File: config.mk
export PLATFORM = sky130hd
export DESIGN_NAME = kreg_file
export DESIGN_NICKNAME = d
export VERILOG_FILES = /design/src/rtl/kreg_pkg.sv /design/src/rtl/kreg_keys.sv /design/src/rtl/kreg_status.sv /design/src/rtl/kreg_store.sv /design/src/rtl/kreg_file.sv
export SDC_FILE = /design/constraint.sdc
export NUM_CORES = 1
export LEC_CHECK = 0
export BUFFER_PORTS_ARGS = -buffer_cell sky130_fd_sc_hd__buf_2
export CAP_MARGIN = 20
export CORE_MARGIN = 2
export CORE_UTILIZATION = 25
export CTS_CLUSTER_SIZE = 30
export DETAILED_ROUTE_END_ITERATION = 12
export PLACE_DENSITY_LB_ADDON = 0.1
export SLEW_MARGIN = 25
export SYNTH_ARGS = -nofsm -noshare
export SYNTH_HDL_FRONTEND = slang
export SYNTH_SLANG_ARGS = --single-unit
File: constraint.sdc
create_clock -name clk -period 2.8 [get_ports clk]
set_input_delay 0.56 -clock clk [delete_from_list [all_inputs] [get_ports clk]]
set_output_delay 0.56 -clock clk [all_outputs]
set_load 0.02 [all_outputs]
File: src/rtl/kreg_pkg.sv
package kreg_pkg;

    localparam int DW    = 32;
    localparam int AW    = 8;
    localparam int N_SCR = 3;
    localparam int IRQ_W = 9;

    localparam logic [AW-1:0] A_CTRL = 8'h40;
    localparam logic [AW-1:0] A_STAT = 8'h44;
    localparam logic [AW-1:0] A_IRQ  = 8'h48;
    localparam logic [AW-1:0] A_OSC  = 8'h54;
    localparam logic [AW-1:0] A_SCR0 = 8'h60;
    localparam logic [AW-1:0] A_KEY0 = 8'h6C;
    localparam logic [AW-1:0] A_KEY1 = 8'h70;

    localparam logic [DW-1:0] KEY0_VAL = 32'h83E7_0B13;
    localparam logic [DW-1:0] KEY1_VAL = 32'h95A4_F1E0;

    localparam logic [7:0]       OSC_MASK = 8'h58;
    localparam logic [IRQ_W-1:0] IRQ_MASK = 9'h11F;

    typedef struct packed {
        logic          sel;
        logic          we;
        logic          word;
        logic [AW-1:0] addr;
        logic [DW-1:0] wdata;
    } bus_req_t;

    // Byte accesses replace only the low byte of the old value
    function automatic logic [DW-1:0] merge_w(input logic [DW-1:0] old_v,
                                              input logic [DW-1:0] new_v,
                                              input logic          word);
        return word ? new_v : {old_v[DW-1:8], new_v[7:0]};
    endfunction

endpackage

File: src/rtl/kreg_keys.sv
module kreg_keys
    import kreg_pkg::*;
(
    input  logic     clk,
    input  logic     rst,
    input  bus_req_t req,
    output logic     unlocked
);
    logic [DW-1:0] key0_q, key1_q;

    always_ff @(posedge clk) begin
        if (rst) begin
            key0_q <= '0;
            key1_q <= '0;
        end else if (req.sel && req.we) begin
            if (req.addr == A_KEY0) key0_q <= merge_w(key0_q, req.wdata, req.word);
            if (req.addr == A_KEY1) key1_q <= merge_w(key1_q, req.wdata, req.word);
        end
    end

    assign unlocked = (key0_q == KEY0_VAL) && (key1_q == KEY1_VAL);


    key_relock_chk: assert property (@(posedge clk) disable iff (rst)
        (req.sel && req.we && req.word && req.addr == A_KEY1 && req.wdata != KEY1_VAL)
        |=> !unlocked);


    lock_after_reset_chk: assert property (@(posedge clk) rst |=> !unlocked);

endmodule

File: src/rtl/kreg_status.sv
module kreg_status
    import kreg_pkg::*;
(
    input  logic       clk,
    input  logic       rst,
    input  logic       wr_en,
    input  logic [7:0] wbyte,
    input  logic       alarm_hit,
    input  logic       alarm2_hit,
    input  logic       run_bit,
    output logic [7:0] stat
);
    logic pwr_q, alm_q;

    always_ff @(posedge clk) begin
        if (rst) begin
            pwr_q <= 1'b1;
            alm_q <= 1'b0;
        end else begin
            if (alarm2_hit)                pwr_q <= 1'b1;
            else if (wr_en && wbyte[7])    pwr_q <= 1'b0;
            if (alarm_hit)                 alm_q <= 1'b1;
            else if (wr_en && wbyte[6])    alm_q <= 1'b0;
        end
    end

    assign stat = {pwr_q, alm_q, 4'b0000, run_bit, 1'b0};


    pwr_on_reset_chk: assert property (@(posedge clk) rst |=> pwr_q);


    alarm_set_wins_chk: assert property (@(posedge clk) disable iff (rst)
        alarm_hit |=> alm_q);


    alarm2_set_chk: assert property (@(posedge clk) disable iff (rst)
        alarm2_hit |=> pwr_q);

endmodule

File: src/rtl/kreg_store.sv
module kreg_store
    import kreg_pkg::*;
(
    input  logic                       clk,
    input  logic                       rst,
    input  logic                       wr_ctrl,
    input  logic                       wr_irq,
    input  logic                       wr_osc,
    input  logic [N_SCR-1:0]           wr_scr,
    input  logic                       word,
    input  logic [DW-1:0]              wdata,
    output logic [7:0]                 ctrl_q,
    output logic [IRQ_W-1:0]           irq_q,
    output logic [7:0]                 osc_q,
    output logic [N_SCR-1:0][DW-1:0]   scr_q
);
    logic [DW-1:0] irq_next;

    assign irq_next = merge_w({{(DW-IRQ_W){1'b0}}, irq_q}, wdata, word);

    always_ff @(posedge clk) begin
        if (rst) begin
            ctrl_q <= '0;
            irq_q  <= '0;
            osc_q  <= '0;
        end else begin
            if (wr_ctrl) ctrl_q <= wdata[7:0];
            if (wr_irq)  irq_q  <= irq_next[IRQ_W-1:0] & IRQ_MASK;
            if (wr_osc)  osc_q  <= wdata[7:0] & OSC_MASK;
        end
    end

    for (genvar i = 0; i < N_SCR; i++) begin : g_scr
        always_ff @(posedge clk) begin
            if (rst)            scr_q[i] <= '0;
            else if (wr_scr[i]) scr_q[i] <= merge_w(scr_q[i], wdata, word);
        end
    end


    irq_byte_keeps_hi_chk: assert property (@(posedge clk) disable iff (rst)
        (wr_irq && !word) |=> $stable(irq_q[8]));

endmodule

File: src/rtl/kreg_file.sv
module kreg_file
    import kreg_pkg::*;
(
    input  logic                clk,
    input  logic                rst,
    input  logic                bus_sel,
    input  logic                bus_we,
    input  logic                bus_word,
    input  logic [AW-1:0]       bus_addr,
    input  logic [DW-1:0]       bus_wdata,
    output logic [DW-1:0]       bus_rdata,
    input  logic                alarm_hit,
    input  logic                alarm2_hit,
    output logic [7:0]          ctrl_o,
    output logic [IRQ_W-1:0]    irq_en_o,
    output logic [7:0]          osc_o
);
    bus_req_t                   req;
    logic                       unlocked, prot_wr;
    logic [7:0]                 stat;
    logic [N_SCR-1:0]           wr_scr;
    logic [N_SCR-1:0][DW-1:0]   scr_q;
    logic [DW-1:0]              rd_val;

    assign req     = '{sel: bus_sel, we: bus_we, word: bus_word,
                       addr: bus_addr, wdata: bus_wdata};
    assign prot_wr = bus_sel && bus_we && unlocked;

    kreg_keys u_keys (
        .clk      (clk),
        .rst      (rst),
        .req      (req),
        .unlocked (unlocked)
    );

    kreg_status u_status (
        .clk        (clk),
        .rst        (rst),
        .wr_en      (prot_wr && bus_addr == A_STAT),
        .wbyte      (bus_wdata[7:0]),
        .alarm_hit  (alarm_hit),
        .alarm2_hit (alarm2_hit),
        .run_bit    (ctrl_o[0]),
        .stat       (stat)
    );

    for (genvar i = 0; i < N_SCR; i++) begin : g_dec
        assign wr_scr[i] = prot_wr && (bus_addr == A_SCR0 + AW'(4 * i));
    end

    kreg_store u_store (
        .clk     (clk),
        .rst     (rst),
        .wr_ctrl (prot_wr && bus_addr == A_CTRL),
        .wr_irq  (prot_wr && bus_addr == A_IRQ),
        .wr_osc  (prot_wr && bus_addr == A_OSC),
        .wr_scr  (wr_scr),
        .word    (bus_word),
        .wdata   (bus_wdata),
        .ctrl_q  (ctrl_o),
        .irq_q   (irq_en_o),
        .osc_q   (osc_o),
        .scr_q   (scr_q)
    );

    always_comb begin
        rd_val = '0;
        case (bus_addr)
            A_CTRL: rd_val = {24'b0, 1'b0, ctrl_o[6:0]};
            A_STAT: rd_val = {24'b0, stat};
            A_IRQ:  rd_val = {{(DW-IRQ_W){1'b0}}, irq_en_o};
            A_OSC:  rd_val = {24'b0, osc_o};
            default: begin
                for (int i = 0; i < N_SCR; i++)
                    if (bus_addr == A_SCR0 + AW'(4 * i)) rd_val = scr_q[i];
            end
        endcase
        if (!bus_word) rd_val = {24'b0, rd_val[7:0]};
    end

    always_ff @(posedge clk) begin
        if (rst)                   bus_rdata <= '0;
        else if (bus_sel && !bus_we) bus_rdata <= rd_val;
    end


    locked_ctrl_drop_chk: assert property (@(posedge clk) disable iff (rst)
        (bus_sel && bus_we && !unlocked && bus_addr == A_CTRL) |=> $stable(ctrl_o));


    ctrl_split_hidden_chk: assert property (@(posedge clk) disable iff (rst)
        (bus_sel && !bus_we && bus_addr == A_CTRL) |=> !bus_rdata[7]);


    rdata_hold_chk: assert property (@(posedge clk) disable iff (rst)
        !(bus_sel && !bus_we) |=> $stable(bus_rdata));

endmodule

### Word level (Yosys, flattened, before mapping)

Cells that the tools add are included.
Widths: inputs -> output; s select.

| word-level totals | value |
|---|---|
| register bits after elaboration | 211 |
| input port bits | 47 |
| output and inout port bits | 57 |
| logic and storage cells | 59 |

| operators by class | value |
|---|---|
| equal/unequal tests | 11 |
| mux-type cells | 7 |
| reductions and logical operators | 24 |

Operators with widths:

| cell | number |
|---|---|
| $mux 32 | 4 |
| $pmux 32 s4 | 1 |
| $eq 8x7->1 const B | 9 |
| $eq 32x32->1 const B | 2 |
| $logic_and 1x1->1 | 13 |
| $reduce_and 2->1 | 6 |
| $reduce_and 3->1 | 2 |
| $mux 1 | 2 |
| $reduce_bool 2->1 | 1 |
| $reduce_or 2->1 | 1 |
| $logic_not 1->1 | 1 |

### Depth between registers and ports, before layout

Gate-level depths: netlist of the first run.

| depth | value |
|---|---|
| depth after elaboration | 7 |
| depth in mapped cells | 9 |
| gate-level depth less buffers | 5 |

### By module

From an unflattened synthesis of the first run, not the netlist that was laid out.

| unflattened totals | value |
|---|---|
| cell total of the unflattened synthesis | 979 |
| area, all modules | 9,625.5 µm² |

Modules (own cells, without submodules):

| module | times used | cells an instance | area an instance (µm²) | sequential area each (µm²) |
|---|---|---|---|---|
| kreg_store | 1 | 403 | 4,426.7 | 2,262.2 |
| kreg_keys | 1 | 322 | 2,944.1 | 1,281.2 |
| kreg_file | 1 | 238 | 2,122.0 | 640.6 |
| kreg_status | 1 | 16 | 132.6 | 40.0 |

### Worst setup path after synthesis of the first run

Ideal clock, no wire load.

| path | value |
|---|---|
| kind | input to register |
| start point | input port bus_addr[3] |
| end point | register u_keys.key1_q[1] |
| library setup time | 131 ps |
| arrival time | 2,141 ps |
| data required time | 2,669 ps |
| slack | 528 ps |
| cell stages on the path | 7 |
| buffers on the path | 3 |
| cell sequence | buf_6 or4_4 buf_6 nor3_4 buf_8 mux2i_1 nor2_2 |

| between the ends | value |
|---|---|
| cells in the longest elaborated chain, start to end | 2 |

RTL lines:

| what | RTL line | source |
|---|---|---|
| from (decl) | kreg_file.sv:9 | `input logic [AW-1:0] bus_addr,` |
| $eq 8x7->1 | kreg_keys.sv:17 | `if (req.addr == A_KEY1) key1_q <= merge_w(key1_q, req.wdata, req.word);` |
| $reduce_and 2->1 (no source line) | - |  |
| to (signal assigned) | kreg_keys.sv:17 |  |
| to (decl) | kreg_keys.sv:9 | `logic [DW-1:0] key0_q, key1_q;` |

No other way between the ends.
A chain may end at the register's enable or synchronous reset.

### Final worst setup path of the first run

| path | value |
|---|---|
| start point | register u_keys.key1_q[9] |
| end point | register u_store.scr_q[52] (netlist name) |

| between the ends | value |
|---|---|
| cells in the longest elaborated chain, start to end | 5 |

RTL lines:

| what | RTL line | source |
|---|---|---|
| $eq 32x32->1 | kreg_keys.sv:21 | `assign unlocked = (key0_q == KEY0_VAL) && (key1_q == KEY1_VAL);` |
| $logic_and 1x1->1 | kreg_keys.sv:21 |  |
| $logic_and 1x1->1 | kreg_file.sv:27 | `assign prot_wr = bus_sel && bus_we && unlocked;` |
| $logic_and 1x1->1 | kreg_file.sv:48 | `assign wr_scr[i] = prot_wr && (bus_addr == A_SCR0 + AW'(4 * i));` |
| $reduce_and 2->1 (no source line) | - |  |
| to (signal, indexed assignment) | kreg_store.sv:36 | `else if (wr_scr[i]) scr_q[i] <= merge_w(scr_q[i], wdata, word);` |
| to (decl) | kreg_store.sv:15 | `output logic [N_SCR-1:0][DW-1:0] scr_q` |

No other way between the ends.

==> results of run 1 <==
## layer usage
metal,up-vias,track usage (%)
li1,3406,-
met1,3328,21.58
met2,138,23.44
met3,31,1.983
met4,0,3.308
met5,-,0
## sequential cells by signal, summed over array words and instances, names as in the netlist
register,cells
u_store.scr_q,96
u_store.osc_q,3
u_status.alm_q,1
u_keys.key0_q,32
u_keys.key1_q,32
u_status.pwr_q,1
bus_rdata,32
u_store.ctrl_q,8
u_store.irq_q,6
## per-stage QoR
step | hold WS [ns] | cells | utilization, % | power (mW) | instance area, µm²
after CTS | 0.2596 | 1494 | 30.47 | 6.702 | 10810
after detailed placement | 0.4373 | 1448 | 28.16 | 3.394 | 9993
after global placement | 0.4389 | 1448 | 28.16 | 3.397 | 9993
final | 0.2881 | 1494 | 30.47 | 6.568 | 10810
after global routing | 0.2819 | 1494 | 30.47 | 6.825 | 10810
after floorplan | 0.4312 | 938 | - | 3.249 | 9030
## power by group through the flow
stage	combinational, mW	clock (mW)	sequential (mW)
floorplan	0.163	0	3.09
global placement	0.317	0	3.08
detailed placement	0.315	0	3.08
CTS	0.315	3.37	3.01
global route	0.335	3.48	3.01
finish	0.308	3.25	3.01
## critical path: cells and delay by family, from the launching register on
| kind | cells | cell delay (ns) |
|---|---|---|
| flip-flops | 1 | 0.31 |
| AND/OR/NAND/NOR | 4 | 1.22 |
| multiplexers | 1 | 0.21 |
| buffers and inverters | 2 | 0.55 |
## kinds of logic (layout without fill, tap and decap cells)
family / after synthesis / after routing / share of synthesized area (%)
buffers and inverters: 81 / 176 / 4.933
and+or+nand+nor: 376 / 376 / 23.72
DFF: 211 / 211 / 46.91
other: 1 / 8 / 0.04165
muxes: 137 / 137 / 15.24
AOI/OAI and AO/OA: 125 / 125 / 9.144
## final timing paths
kind                    start           endpoint  slack, ns
min             bus_wdata[21]  u_keys.key0_q[21]       0.29
max reg2reg  u_keys.key1_q[9]  u_store.scr_q[52]       0.41
min reg2reg     bus_rdata[14]      bus_rdata[14]       0.45
max          u_keys.key1_q[9]  u_store.scr_q[52]       0.41
## cell usage after synthesis (all sizes together) (2+ instances only)
library cell	n	share of area [%]
and4	2	0.19
nand2	109	4.6
nor2b	5	0.35
inv	2	0.083
o21ai	28	1.6
a22o	2	0.19
a221oi	4	0.39
nand2b	146	10
a222oi	25	2.8
and3	7	0.49
nand4	10	1.0
clkbuf	40	1.7
mux2i	136	15
nor3	7	0.51
o2bb2ai	2	0.19
or3	2	0.14
a311oi	4	0.39
nor4b	7	0.82
nor4bb	2	0.22
a22oi	3	0.25
and2	3	0.21
a221o	2	0.22
a21oi	52	2.9
dfxtp	211	47
nand3	32	2.1
nor2	33	1.7
buf	39	3.1
nor4	5	0.35
## cell type report
type	instances	area, µm²
Fill cell	3688	24670
Multi-Input combinational cell	646	4380
Sequential cell	211	4224
Timing Repair Buffer	128	804.5
Clock buffer	42	782.0
Tap cell	461	576.8
Clock inverter	4	35.03
Inverter	2	7.507
==> results.cfg, run 1 <==
[outcome]
status = completed

[critical_path]
cp.required_ns = 3.27
crit_chain = nor4b_1, nand3_1, nor4_2, buf_4, and4_1, buf_12, mux2i_1
r2r_cells = 7
arrival_ns = 2.86
slowest_stage = nor4b_1
path_max_fanout = 23
crit_type = reg -> reg
worst_setup_path_start_kind = flip-flop
cpPeakStageDelay_ns = 0.39
worstSetupEndpointType = flip-flop

[synth]
netlist_instances = 931
ys_seq_area_share_pct = 46.91
synth_edf_count = 0
synth-seq-cells = 211
ys_async_sr_fraction_pct = 0
syn_avg_cell_area_um2 = 9.671
yosys_warnings = 0
synth_area_um2 = 9004
synth_cell_types = 53
yosys_most_used_dff = dfxtp_1

[cts]
cts_setup_buffers = 0
cts.reportedPaths.clkPinSlew_ns = 0.06
hold_buffers = 0
htreeDepth = 1
cts_resized = 0
cts_made_buffers = 27
clock_latency_ns = 0.54
cts_tree = yes
clockRootBuffer = clkbuf_16
cts_buffer_depth = 3
clkSinkCount = 211

[routing]
routed.top_layer = met4
antenna_left = 0
drt_iter0_markers = 445
vias_per_cell = 4.620
wl_per_cell_um = 19.02
routed_wl_um = 28420
dr_total_vias = 6903
drc = 0
dr_wl_met3_um = 1028
first_pass_iters = 5
wl_met2_um = 12660
wl_met1_um = 14270

[hold_path]
whs_path_depth = 3
hold_path.class = in -> reg

[power]
leakagePower_nw = 4.343
p_switching_mw = 1.549
combPwrFrac_pct = 4.7
irDropWorstVdd_mv = 0.3952
switching_share_pct = 23.58
power.share.clock_pct = 49.4
internal_power_mw = 5.020
power.density_nw_per_um2 = 607.6
pwr-share-seq_pct = 45.9

[timing]
min_period_ns = 2.386
max_slew.worst_pin.slew_ns = 0.8387
worst_slack_ns = 0.4143
max_freq_mhz = 419.2
final_hold_viol_count = 0
finalSetupTns_ns = 0
finalCritPeriodShare_pct = 85.20
fin_skew_ns = 0.01094
slew_headroom_pct = 43.94
setup_viol = 0
rsz0062_at_grt = no
slew_viol_final = 0

[floorplanning]
io_pins = 104
core_um2 = 35480
rows = 69
die_x_um = 193.8
die-area_um2 = 37550
start_util_pct = 25.37
die_y_um = 193.8

[global_route]
globalRoute.totalOverflow = 0
grt_pass1_wl_um = 43760
track_usage_pct = 14.89
grt_max_degree = 53
antenna_found_initial = 0
grt_pass1_vias = 6969

[final_layout]
nets = 1063
layout_common_cells = dfxtp_1, nand2b_1, mux2i_1
antenna_cells = 0
final_common_cell = dfxtp_1
drive_gt1_share_pct = 18.39
area_growth_pct = 20.07

[placement]
dp_slack_ns = 0.2315
gp_congestion = 0.7223
dp_hpwl_um = 19440
io_buffers = 95

[job]
max-cap-violations = 0
Power figures use the tool's default switching activity.
==> run 2: changes to the inputs <==
Settings changed: CELL_PAD_IN_SITES_DETAIL_PLACEMENT from default to 2, CELL_PAD_IN_SITES_GLOBAL_PLACEMENT from default to 2, MAX_ROUTING_LAYER from default to met4.
==> results.cfg, run 2 (synthesized netlist as in run 1, its figures left out) <==
[hold_path]
whs_path_depth = 3
hold_path.class = in -> reg

[critical_path]
path_depth = 7
crit_top_cell = buf_12
path_delay_family = simple AND/OR/NAND/NOR gates
cpPeakStageDelay_ns = 0.44
arrival_ns = 2.88
crit_chain = nor4bb_1, nand4_1, nor4_2, buf_12, and4_1, buf_12, mux2i_1
crit_buf_inv = 2
slowest_stage = nor4_2
crit_type = reg -> reg
cp.required_ns = 3.26
r2r_cells = 7
worstSetupEndpointType = flip-flop
path_max_fanout = 23
reg2reg_slack_ns = 0.38
worst_setup_path_start_kind = flip-flop

[routing]
routed_wl_um = 30560
first_pass_iters = 8
wl_per_cell_um = 20.44
dr_total_vias = 7085
vias_per_cell = 4.739
drc = 0
drt_iter0_markers = 346
antenna_left = 0

[power]
p_switching_mw = 1.564
pwr-share-seq_pct = 44.3
combPwrFrac_pct = 4.6
switching_share_pct = 23.00
internal_power_mw = 5.237
p_total_mw = 6.801
power.share.clock_pct = 51.1
irDropWorstVdd_mv = 0.4909
leakagePower_nw = 4.385
power.density_nw_per_um2 = 625.3

[cts]
clock_latency_ns = 0.54
cts_tree = yes
clkSinkCount = 211
hold_buffers = 0
cts.reportedPaths.clkPinSlew_ns = 0.06
cts_setup_buffers = 0
htreeDepth = 1
cts_made_buffers = 27
cts_resized = 0
clockRootBuffer = clkbuf_16
cts_buffer_depth = 3

[timing]
worst_hold_slack_ns = 0.2986
max_freq_mhz = 414.1
finalSetupTns_ns = 0
slew_viol_final = 0
rsz0062_at_grt = no
setup_viol = 0
max_slew.worst_pin.slew_ns = 0.7136
fin_skew_ns = 0.008898
final_hold_viol_count = 0
finalCritPeriodShare_pct = 86.26
min_period_ns = 2.415
slew_headroom_pct = 52.43

[floorplanning]
die_y_um = 193.8
die-area_um2 = 37550
start_util_pct = 25.37
io_pins = 104
die_x_um = 193.8
core_um2 = 35480
rows = 69

[final_layout]
fin_util_pct = 30.65
drive_gt1_share_pct = 18.86
layout_common_cells = dfxtp_1, nand2b_1, mux2i_1
regMostFlops = u_store.scr_q
largest_reg_flops = 96
antenna_cells = 0
final_common_cell = dfxtp_1
area_growth_pct = 20.80
nets = 1063

[placement]
dp_hpwl_um = 21180
gp_congestion = 0.6997
io_buffers = 95

[global_route]
grt_pass1_wl_um = 47200
grt_pass1_vias = 7633
antenna_found_initial = 0
track_usage_pct = 16.59
globalRoute.totalOverflow = 0
grt_max_degree = 73

[outcome]
status = completed

[job]
max-cap-violations = 0
-- run 2: final cells by class --
cell class | count | area [µm²]
Inverter | 2 | 7.507
Sequential cell | 211 | 4224
Fill cell | 3919 | 24610
Timing Repair Buffer | 128 | 804.5
Clock inverter | 7 | 88.84
Clock buffer | 40 | 794.5
Tap cell | 461 | 576.8
Multi-Input combinational cell | 646 | 4380
-- run 2: metal layers --
| layer | wire length [µm] | vias to the layer above | GRT usage [%] |
|---|---|---|---|
| li1 | - | 3400 | - |
| met3 | 819 | 36 | 2.053 |
| met1 | 15680 | 3551 | 23.29 |
| met4 | 512 | 0 | 3.704 |
| met5 | 0 | - | - |
| met2 | 13550 | 98 | 25.45 |
-- run 2: worst reg2reg max path, delay by kind of cell (launching register included) --
family	cells	cell delay, ns
DFF	1	0.32
muxes	1	0.23
and+or+nand+nor	4	1.34
buffers and inverters	2	0.45
-- run 2: final timing paths --
kind | startpoint | endpoint
max | u_keys.key0_q[21] | u_store.scr_q[54]
min | alarm_hit | u_status.alm_q
max reg2reg | u_keys.key0_q[21] | u_store.scr_q[54]
min reg2reg | bus_rdata[27] | bus_rdata[27]
-- run 2: stage by stage --
step | area, µm² | setup WS, ns | cells
after floorplan | 9030 | 0.5282 | 938
after global placement | 9993 | 0.3299 | 1448
after detailed placement | 9993 | 0.3203 | 1448
after CTS | 10880 | 0.3366 | 1495
after global routing | 10880 | 0.2550 | 1495
final | 10880 | 0.3849 | 1495
-- run 2: power groups by stage --
| stage | Clock (mW) | Combinational [mW] | Sequential [mW] |
|---|---|---|---|
| floorplan | 0 | 0.163 | 3.09 |
| global placement | 0 | 0.321 | 3.08 |
| detailed placement | 0 | 0.321 | 3.08 |
| CTS | 3.62 | 0.321 | 3.01 |
| global route | 3.75 | 0.340 | 3.01 |
| finish | 3.47 | 0.312 | 3.01 |
